==> config.mk <==
export PLATFORM = sky130hd
export DESIGN_NAME = cell_timeout_monitor
export DESIGN_NICKNAME = d
export VERILOG_FILES = /design/src/rtl/ctm_pkg.sv /design/src/rtl/ctm_port_timer.sv /design/src/rtl/ctm_port_csr.sv /design/src/rtl/cell_timeout_monitor.sv
export SDC_FILE = /design/constraint.sdc
export NUM_CORES = 1
export LEC_CHECK = 0
export BUFFER_PORTS_ARGS = -buffer_cell sky130_fd_sc_hd__buf_2
export CORE_MARGIN = 1
export CORE_UTILIZATION = 45
export DETAILED_ROUTE_END_ITERATION = 8
export PLACE_DENSITY = 0.7
export SLEW_MARGIN = 10
export SYNTH_ARGS = -nofsm -noshare
export SYNTH_HDL_FRONTEND = slang
export SYNTH_SLANG_ARGS = --single-unit
==> constraint.sdc <==
create_clock -name clk -period 1.7 [get_ports clk]
set_input_delay 0.085 -clock clk [delete_from_list [all_inputs] [get_ports clk]]
set_output_delay 0.085 -clock clk [all_outputs]
set_load 0.01 [all_outputs]
==> src/rtl/ctm_pkg.sv <==
package ctm_pkg;

    localparam int PERIOD_W    = 11;
    localparam int WORD_W      = 16;
    localparam int LATE_SE_BIT = 11;
    localparam int LATE_ST_BIT = 12;
    localparam int CUT_SE_BIT  = 13;
    localparam int CUT_ST_BIT  = 14;

    localparam logic [WORD_W-1:0] WORD_RESET = 16'h07FF;

    typedef struct packed {
        logic                cut_se;
        logic                late_se;
        logic [PERIOD_W-1:0] late_period;
    } port_cfg_t;

    typedef struct packed {
        logic cut;
        logic late;
    } flag_pair_t;

    function automatic int unsigned max2(int unsigned a, int unsigned b);
        return (a > b) ? a : b;
    endfunction

    function automatic logic [WORD_W-1:0] pack_word(port_cfg_t c, flag_pair_t s);
        logic [WORD_W-1:0] w;
        w                 = '0;
        w[PERIOD_W-1:0]   = c.late_period;
        w[LATE_SE_BIT]    = c.late_se;
        w[LATE_ST_BIT]    = s.late;
        w[CUT_SE_BIT]     = c.cut_se;
        w[CUT_ST_BIT]     = s.cut;
        return w;
    endfunction

    function automatic port_cfg_t unpack_cfg(logic [WORD_W-1:0] w);
        port_cfg_t c;
        c.late_period = w[PERIOD_W-1:0];
        c.late_se     = w[LATE_SE_BIT];
        c.cut_se      = w[CUT_SE_BIT];
        return c;
    endfunction

    function automatic flag_pair_t clear_request(logic [WORD_W-1:0] w);
        flag_pair_t m;
        m.late = ~w[LATE_ST_BIT];
        m.cut  = ~w[CUT_ST_BIT];
        return m;
    endfunction

endpackage

==> src/rtl/ctm_port_timer.sv <==
module ctm_port_timer
    import ctm_pkg::*;
#(
    parameter int CNT_W = 11,
    parameter int CUT_W = 11
) (
    input  logic                clk,
    input  logic                rst,
    input  logic                arrival,
    input  logic                tick,
    input  logic                udt_mode,
    input  logic [PERIOD_W-1:0] late_period,
    input  logic [CUT_W-1:0]    cut_period,
    output flag_pair_t          evt
);

    localparam logic [CNT_W-1:0] CNT_MAX = '1;

    logic [CNT_W-1:0] elapsed;
    logic             late_armed;
    logic             cut_armed;

    always_comb begin
        evt.late = late_armed & ~arrival & udt_mode &
                   (elapsed >= CNT_W'(late_period));
        evt.cut  = cut_armed & ~arrival &
                   (elapsed >= CNT_W'(cut_period));
    end

    always_ff @(posedge clk) begin
        if (rst) begin
            elapsed    <= '0;
            late_armed <= 1'b1;
            cut_armed  <= 1'b1;
        end else if (arrival) begin
            elapsed    <= '0;
            late_armed <= 1'b1;
            cut_armed  <= 1'b1;
        end else begin
            if (tick && elapsed != CNT_MAX)
                elapsed <= elapsed + CNT_W'(1);
            if (evt.late)
                late_armed <= 1'b0;
            if (evt.cut)
                cut_armed <= 1'b0;
        end
    end

    AST_ARRIVAL_CLEARS: assert property (@(posedge clk) disable iff (rst)
        arrival |=> elapsed == '0);
    AST_NO_WRAP: assert property (@(posedge clk) disable iff (rst)
        (elapsed == CNT_MAX && !arrival) |=> elapsed == CNT_MAX);
    AST_LATE_ONCE: assert property (@(posedge clk) disable iff (rst)
        evt.late |=> !evt.late);
    AST_CUT_ONCE: assert property (@(posedge clk) disable iff (rst)
        evt.cut |=> !evt.cut);

endmodule

==> src/rtl/ctm_port_csr.sv <==
module ctm_port_csr
    import ctm_pkg::*;
(
    input  logic              clk,
    input  logic              rst,
    input  logic              wr,
    input  logic [WORD_W-1:0] wdata,
    input  flag_pair_t        evt,
    output port_cfg_t         cfg,
    output logic [WORD_W-1:0] word,
    output logic              svc
);

    flag_pair_t status;
    flag_pair_t clr;

    always_comb begin
        clr      = clear_request(wdata);
        clr.late = clr.late & wr;
        clr.cut  = clr.cut & wr;
    end

    always_ff @(posedge clk) begin
        if (rst) begin
            cfg    <= unpack_cfg(WORD_RESET);
            status <= '0;
        end else begin
            if (wr)
                cfg <= unpack_cfg(wdata);
            status.late <= evt.late | (status.late & ~clr.late);
            status.cut  <= evt.cut  | (status.cut  & ~clr.cut);
        end
    end

    always_comb begin
        word = pack_word(cfg, status);
        svc  = (status.late & cfg.late_se) | (status.cut & cfg.cut_se);
    end

    AST_LATE_STICKY: assert property (@(posedge clk) disable iff (rst)
        (word[LATE_ST_BIT] && !(wr && !wdata[LATE_ST_BIT])) |=> word[LATE_ST_BIT]);
    AST_CUT_STICKY: assert property (@(posedge clk) disable iff (rst)
        (word[CUT_ST_BIT] && !(wr && !wdata[CUT_ST_BIT])) |=> word[CUT_ST_BIT]);
    AST_SET_WINS: assert property (@(posedge clk) disable iff (rst)
        evt.late |=> word[LATE_ST_BIT]);
    AST_CUT_LANDS: assert property (@(posedge clk) disable iff (rst)
        evt.cut |=> word[CUT_ST_BIT]);

endmodule

==> src/rtl/cell_timeout_monitor.sv <==
module cell_timeout_monitor
    import ctm_pkg::*;
#(
    parameter int NUM_PORTS = 4,
    parameter int CUT_W     = 11,
    parameter int ADDR_W    = (NUM_PORTS > 1) ? $clog2(NUM_PORTS) : 1
) (
    input  logic                 clk,
    input  logic                 rst,
    input  logic [NUM_PORTS-1:0] cell_arrival,
    input  logic                 tick_125us,
    input  logic [NUM_PORTS-1:0] udt_mode,
    input  logic                 check_late,
    input  logic [CUT_W-1:0]     cut_period,
    input  logic                 reg_we,
    input  logic [ADDR_W-1:0]    reg_addr,
    input  logic [WORD_W-1:0]    reg_wdata,
    output logic [WORD_W-1:0]    reg_rdata,
    output logic [NUM_PORTS-1:0] timeout_vec,
    output logic                 rx_timeout_srv,
    output logic [NUM_PORTS-1:0] dummy_req
);

    localparam int CNT_W = int'(max2(PERIOD_W, CUT_W));

    logic [WORD_W-1:0]    words [NUM_PORTS];
    logic [NUM_PORTS-1:0] late_fire;

    for (genvar p = 0; p < NUM_PORTS; p++) begin : g_port
        flag_pair_t evt;
        port_cfg_t  cfg;
        logic       wr_sel;

        assign wr_sel       = reg_we && (reg_addr == ADDR_W'(p));
        assign late_fire[p] = evt.late;

        ctm_port_timer #(
            .CNT_W (CNT_W),
            .CUT_W (CUT_W)
        ) u_timer (
            .clk         (clk),
            .rst         (rst),
            .arrival     (cell_arrival[p]),
            .tick        (tick_125us),
            .udt_mode    (udt_mode[p]),
            .late_period (cfg.late_period),
            .cut_period  (cut_period),
            .evt         (evt)
        );

        ctm_port_csr u_csr (
            .clk   (clk),
            .rst   (rst),
            .wr    (wr_sel),
            .wdata (reg_wdata),
            .evt   (evt),
            .cfg   (cfg),
            .word  (words[p]),
            .svc   (timeout_vec[p])
        );
    end

    always_ff @(posedge clk) begin
        if (rst)
            dummy_req <= '0;
        else
            dummy_req <= late_fire & {NUM_PORTS{check_late}};
    end

    always_comb begin
        reg_rdata = '0;
        for (int p = 0; p < NUM_PORTS; p++)
            if (reg_addr == ADDR_W'(p))
                reg_rdata = words[p];
    end

    assign rx_timeout_srv = |timeout_vec;

    AST_DUMMY_SINGLE: assert property (@(posedge clk) disable iff (rst)
        |dummy_req |=> ((dummy_req & $past(dummy_req)) == '0));
    AST_DUMMY_GATED: assert property (@(posedge clk) disable iff (rst)
        |dummy_req |-> $past(check_late));

endmodule

After elaboration in Yosys (flattened, before gate mapping)
Index checks and enable logic that the tools add are counted.
{ "classes": {"addsub": 4, "n_lt_le_gt_ge": 8, "eq_ne": 7, "muxes": 4, "bitwise": 71, "n_reduce_logical": 14} }
{ "ops": {"columns": ["operator", "n"], "rows": [
  ["11-bit greater-or-equal comparator", 8],
  ["16-bit two-way mux", 3],
  ["11-bit by 1-bit adder with 11-bit output (second input constant)", 4],
  ["1-bit bitwise AND", 44],
  ["11-bit inequality test (second input constant)", 4],
  ["15-bit two-way mux", 1],
  ["1-bit inverter", 14],
  ["1-bit OR", 12],
  ["1-bit logical AND", 8],
  ["2-bit OR reduction", 4],
  ["4-bit bitwise AND", 1],
  ["2-bit equality test (second input constant)", 2],
  ["4-bit OR reduction", 1],
  ["2-bit by 1-bit equality test with 1-bit output (second input constant)", 1],
  ["2-bit zero test", 1]
]} }
{ "word_totals": {"regBits": 116, "input_bits": 42, "output_inout_bits": 25, "wordCells": 141} }

Longest topological paths before layout
{ "depth": {"word_depth": 6, "depth_mapped": 7, "mapped_depth_nobuf": 7} }

Hierarchy
Synthesis repeated with hierarchy kept, for this count alone.
{ "hier_totals": {"cells_unflattened": 900, "hier_area_um2": 7983.9} }
{ "modules_own_cells": {"columns": ["mod", "n_inst", "cells_each", "area_per_inst_um2", "seq_area_each_um2"], "rows": [
  ["ctm_port_timer at g_port[1].u_timer ...", 3, 150, 1167.4, 260.2],
  ["ctm_port_csr", 4, 66, 691.9, 300.3],
  ["ctm_port_timer at g_port[0].u_timer", 1, 153, 1167.4, 260.2],
  ["cell_timeout_monitor", 1, 33, 546.8, 80.1]
]} }

Least setup slack after synthesis
Ideal clock, no wire load.
{ "synth_path": {"path_kind": "register to register", "from": "register g_port[3].u_timer.elapsed[6]", "to": "register g_port[3].u_csr.status (netlist bit g_port[3].u_csr.word[12])", "setup_time_ps": 130, "t_arrival_ps": 1709, "t_required_ps": 1570, "path_slack_ps": -139, "stages_incl_launch_ff": 7, "path_buffers": 0, "period_less_slack_ps": 1839, "cell_sequence": "dfxtp_1 > ha_1 > and3_4 > a221o_1 > and3_1 > a2111oi_1 > nor3_1"} }
{ "synth_between": {"elab_chain_len": 3} }
{ "synth_rtl": {"columns": ["element", "line", "source"], "rows": [
  ["from (decl)", "ctm_port_timer.sv:19", "logic [CNT_W-1:0] elapsed;"],
  ["from (signal assigned)", "ctm_port_timer.sv:41", "elapsed <= elapsed + CNT_W'(1);"],
  ["11-bit greater-or-equal comparator", "ctm_port_timer.sv:25", "(elapsed >= CNT_W'(late_period));"],
  ["1-bit bitwise AND", "ctm_port_timer.sv:24", "evt.late = late_armed & ~arrival & udt_mode &"],
  ["1-bit OR", "ctm_port_csr.sv:30", "status.late <= evt.late | (status.late & ~clr.late);"],
  ["to (decl)", "ctm_port_csr.sv:14", "flag_pair_t status;"]
]} }
No other way between the ends.
A chain may end at the register's enable or synchronous reset.

Worst setup path after layout
{ "layout_path": {"from": "register g_port[1].u_csr.cfg[11] (netlist name)", "to": "output rx_timeout_srv"} }
{ "layout_between": {"elab_chain_len": 3} }
{ "layout_rtl": {"columns": ["element", "line", "source"], "rows": [
  ["1-bit bitwise AND", "ctm_port_csr.sv:37", "svc = (status.late & cfg.late_se) | (status.cut & cfg.cut_se);"],
  ["1-bit OR", "ctm_port_csr.sv:37", null],
  ["4-bit OR reduction", "cell_timeout_monitor.sv:77", "assign rx_timeout_srv = |timeout_vec;"],
  ["to (decl)", "cell_timeout_monitor.sv:20", "output logic rx_timeout_srv,"]
]} }
No other way between the ends.

==> results.sh <==
export IMPL_drt_wirelength_per_cell_um=18.0
export IMPL_synth_area_top_cells="dfxtp_1, ha_1, mux4_2"
export IMPL_rsz0062_at_grt="true"
export IMPL_synth_cell_types=59
export IMPL_htree_levels=4
export IMPL_async_reset_ff_frac=0
export IMPL_switching_share=0.241
export IMPL_synthCells=806
export IMPL_grtUsageTotal=0.262
export IMPL_cts_tree="built"
export IMPL_period_needed_ns=1.73
export IMPL_ir_drop_mv=0.640
export IMPL_firstDrtPassIters=5
export IMPL_ys_warn_count=0
export IMPL_max_freq_mhz=579
export IMPL_final_layout_size_suffix_gt1_frac=0.329
export IMPL_final_hold_viol_count=0
export IMPL_seq_area_frac_synth=0.330
export IMPL_setup_viol=2
export IMPL_crit_arrival_ns=1.64
export IMPL_fin_ws_ns=-0.0281
export IMPL_diodes=0
export IMPL_rows=45
export IMPL_p_seq_frac=0.378
export IMPL_n_fill_cell=1247
export IMPL_wl_um=21300
export IMPL_io_pins=67
export IMPL_cp_end_kind="output port"
export IMPL_antenna_found_initial=0
export IMPL_clock_sinks=116
export IMPL_synth_common_cells="dfxtp_1, ha_1, nor2_1, nand2_1, inv_1"
export IMPL_fp_dieW_um=127
export IMPL_drc_errors=0
export IMPL_ant_nets=0
export IMPL_rr_startpoint="g_port[3].u_csr.cfg[4]"
export IMPL_instances_no_fill=1181
export IMPL_die_area_sq_um=16200
export IMPL_status="finished with violations"
export IMPL_violations="setup timing"
export IMPL_multi_input_area_sq_um=4760
export IMPL_port_buffer_count=64
export IMPL_required_ns=1.62
export IMPL_clk_pin_slew_worst_paths_ns=0.06
export IMPL_critical_path_class="flop to output port"
export IMPL_cp_startpoint="g_port[1].u_csr.cfg[11]"
export IMPL_die_h_um=127
export IMPL_start_util=0.462
export IMPL_share_comb_of_total_power=0.110
export IMPL_clk_latency_ns=0.42
export IMPL_startpoint_type="flop"
export IMPL_power_frac_clock=0.512
export IMPL_fp_coreArea_sq_um=15300
export IMPL_nNetsFinal=1091
export IMPL_p_int_w=0.00570
export IMPL_grt_pass1_vias=6009
export IMPL_ys_ff_latch=116
export IMPL_min_from="cell_arrival[2]"
export IMPL_finalCritPeriodShare=1.02
export IMPL_worstMarginPinSlew_ns=0.950
export IMPL_cap_violations=0
export IMPL_drt_initial_drc_count=471
export IMPL_numCtsBuffers=17
export IMPL_final_area_sq_um=9450
export IMPL_hold_class="input port to flop"
export IMPL_fin_util=0.619
export IMPL_placed_cells=1122
export IMPL_syn2layout_area_growth_pct=34.2
export IMPL_grt_first_pass_wirelength_um=31800
export IMPL_pre_cts_slack_ns=-0.133
export IMPL_vias=6479
export IMPL_via_per_inst=5.49
export IMPL_finalSetupTns_ns=-0.0514
export IMPL_slew_violations=0
export IMPL_yosysTopAreaCell="dfxtp_1"
export IMPL_worstPathMaxFanout=3
export IMPL_dpl_cell_area_sq_um=8140
export IMPL_syn_nets=940
export IMPL_grt_max_degree=43
export IMPL_postSynthAreaPerCell_sq_um=8.74
export IMPL_grt_overflow_total=0
export IMPL_yosysTopAreaCellShare=0.330
export IMPL_switchingPower_w=0.00181
export IMPL_p_per_area_nw_per_um2=794
export IMPL_cts_max_path_buffers=2
export IMPL_root_buffer="clkbuf_16"
export IMPL_dpl_hpwl_um=15200
export IMPL_regArea_sq_um=2370
export IMPL_leakage_nw=4.37
export IMPL_synth_edf_count=0
export IMPL_rrSetupSlack_ns=-0.02
export IMPL_slew_limit_headroom=0.365
export IMPL_fin_worst_skew_ns=0.00604
export IMPL_routabilityCongestion=0.929
export IMPL_yosysMostFrequentCell="dfxtp_1"
export IMPL_syn_area_sq_um=7040
export IMPL_synth_main_ff_cell="dfxtp_1"
-- state kept, by name (all words and copies together), names as in the netlist --
signal	cells
dummy_req	4
g_port.u_csr.cfg	52
g_port.u_csr.word	8
g_port.u_timer.cut_armed	4
g_port.u_timer.elapsed	44
g_port.u_timer.late_armed	4
-- routing by layer --
layer	track usage	share of wire	up-vias
met5	0	0	-
met4	0.0910	0.031	0
li1	-	-	3164
met1	0.339	0.44	3079
met2	0.437	0.48	185
met3	0.0511	0.050	51
-- power by group through the flow --
stage | registers (W) | clock network (W) | logic (W)
after floorplan | 0.00287 | 0 | 0.000428
after global placement | 0.00289 | 0 | 0.000714
after detailed placement | 0.00289 | 0 | 0.000724
after CTS | 0.00283 | 0.00387 | 0.000771
after global routing | 0.00284 | 0.00399 | 0.000900
final | 0.00284 | 0.00384 | 0.000828
-- repair_timing --
item                                    4_1_cts  5_1_grt
pin swaps                                    16       38
buffers inserted                              6        4
hold endpoints to repair                     56        0
cloned                                        0        1
hold buffers                                 16        0
gates resized for setup                      23       92
endpoints found under the setup margin       21       35
-- cells in the final DEF, fill, tap and decap left out, drive strengths merged, types with 3 or more instances in the layout --
cell type and n:
a211o 32, a211oi 9, a21o 14, a21oi 42
a22o 4, a31oi 6, a41oi 3, and2 4
and3 11, and4 4, buf 151, bufinv 3
clkbuf 25, clkinv 4, dfxtp 116, dlygate4sd3 16
ha 92, inv 63, mux2i 5, mux4 15
nand2 82, nand2b 5, nand3 24, nand3b 18
nand4 9, nor2 86, nor2b 10, nor3 19
nor3b 4, o21a 5, o21ai 31, o31ai 5
or2 5, or3 4, xnor2 19, xor2 4
-- kinds of logic (layout without fill, tap and decap cells) --
| logic type | Yosys count | after routing | share of synthesized area |
|---|---|---|---|
| other | 1 | 1 | 0.000532 |
| multiplexers | 20 | 20 | 0.0551 |
| AO/OA/AOI/OAI | 166 | 166 | 0.165 |
| buffers and inverters | 98 | 262 | 0.0575 |
| XOR/XNOR | 23 | 23 | 0.0286 |
| adder cells (fa/ha/maj) | 92 | 92 | 0.163 |
| AND/OR/NAND/NOR | 290 | 290 | 0.200 |
| flip-flops | 116 | 116 | 0.330 |
-- area by class of cell --
type / count / area share
inverters: 63 / 0.0250
flip-flops and latches: 116 / 0.251
clock buffers: 25 / 0.0545
clock inverters: 7 / 0.0124
well taps: 211 / 0.0279
multi-input cells: 592 / 0.504
repair buffers: 167 / 0.125
-- through the flow --
| stage | total power (W) | hold slack [ns] |
|---|---|---|
| after global routing | 0.00773 | 0.0657 |
| final | 0.00751 | 0.0296 |
| after floorplan | 0.00330 | 0.203 |
| after CTS | 0.00747 | 0.0103 |
| after global placement | 0.00360 | 0.364 |
| after detailed placement | 0.00361 | 0.364 |
-- critical path, cell delays in order (launching register included) --
cell and delay [ns]:
dfxtp_2 0.33, a22o_1 0.24, or4_1 0.50, buf_2 0.15
-- final timing paths --
check                                     end  cells past startpoint
setup / recovery               rx_timeout_srv                      3
hold / removal    g_port[2].u_timer.cut_armed                      3
setup reg to reg     g_port[3].u_csr.word[12]                      7
hold reg to reg   g_port[1].u_timer.cut_armed                      1
Power figures use the tool's default switching activity.
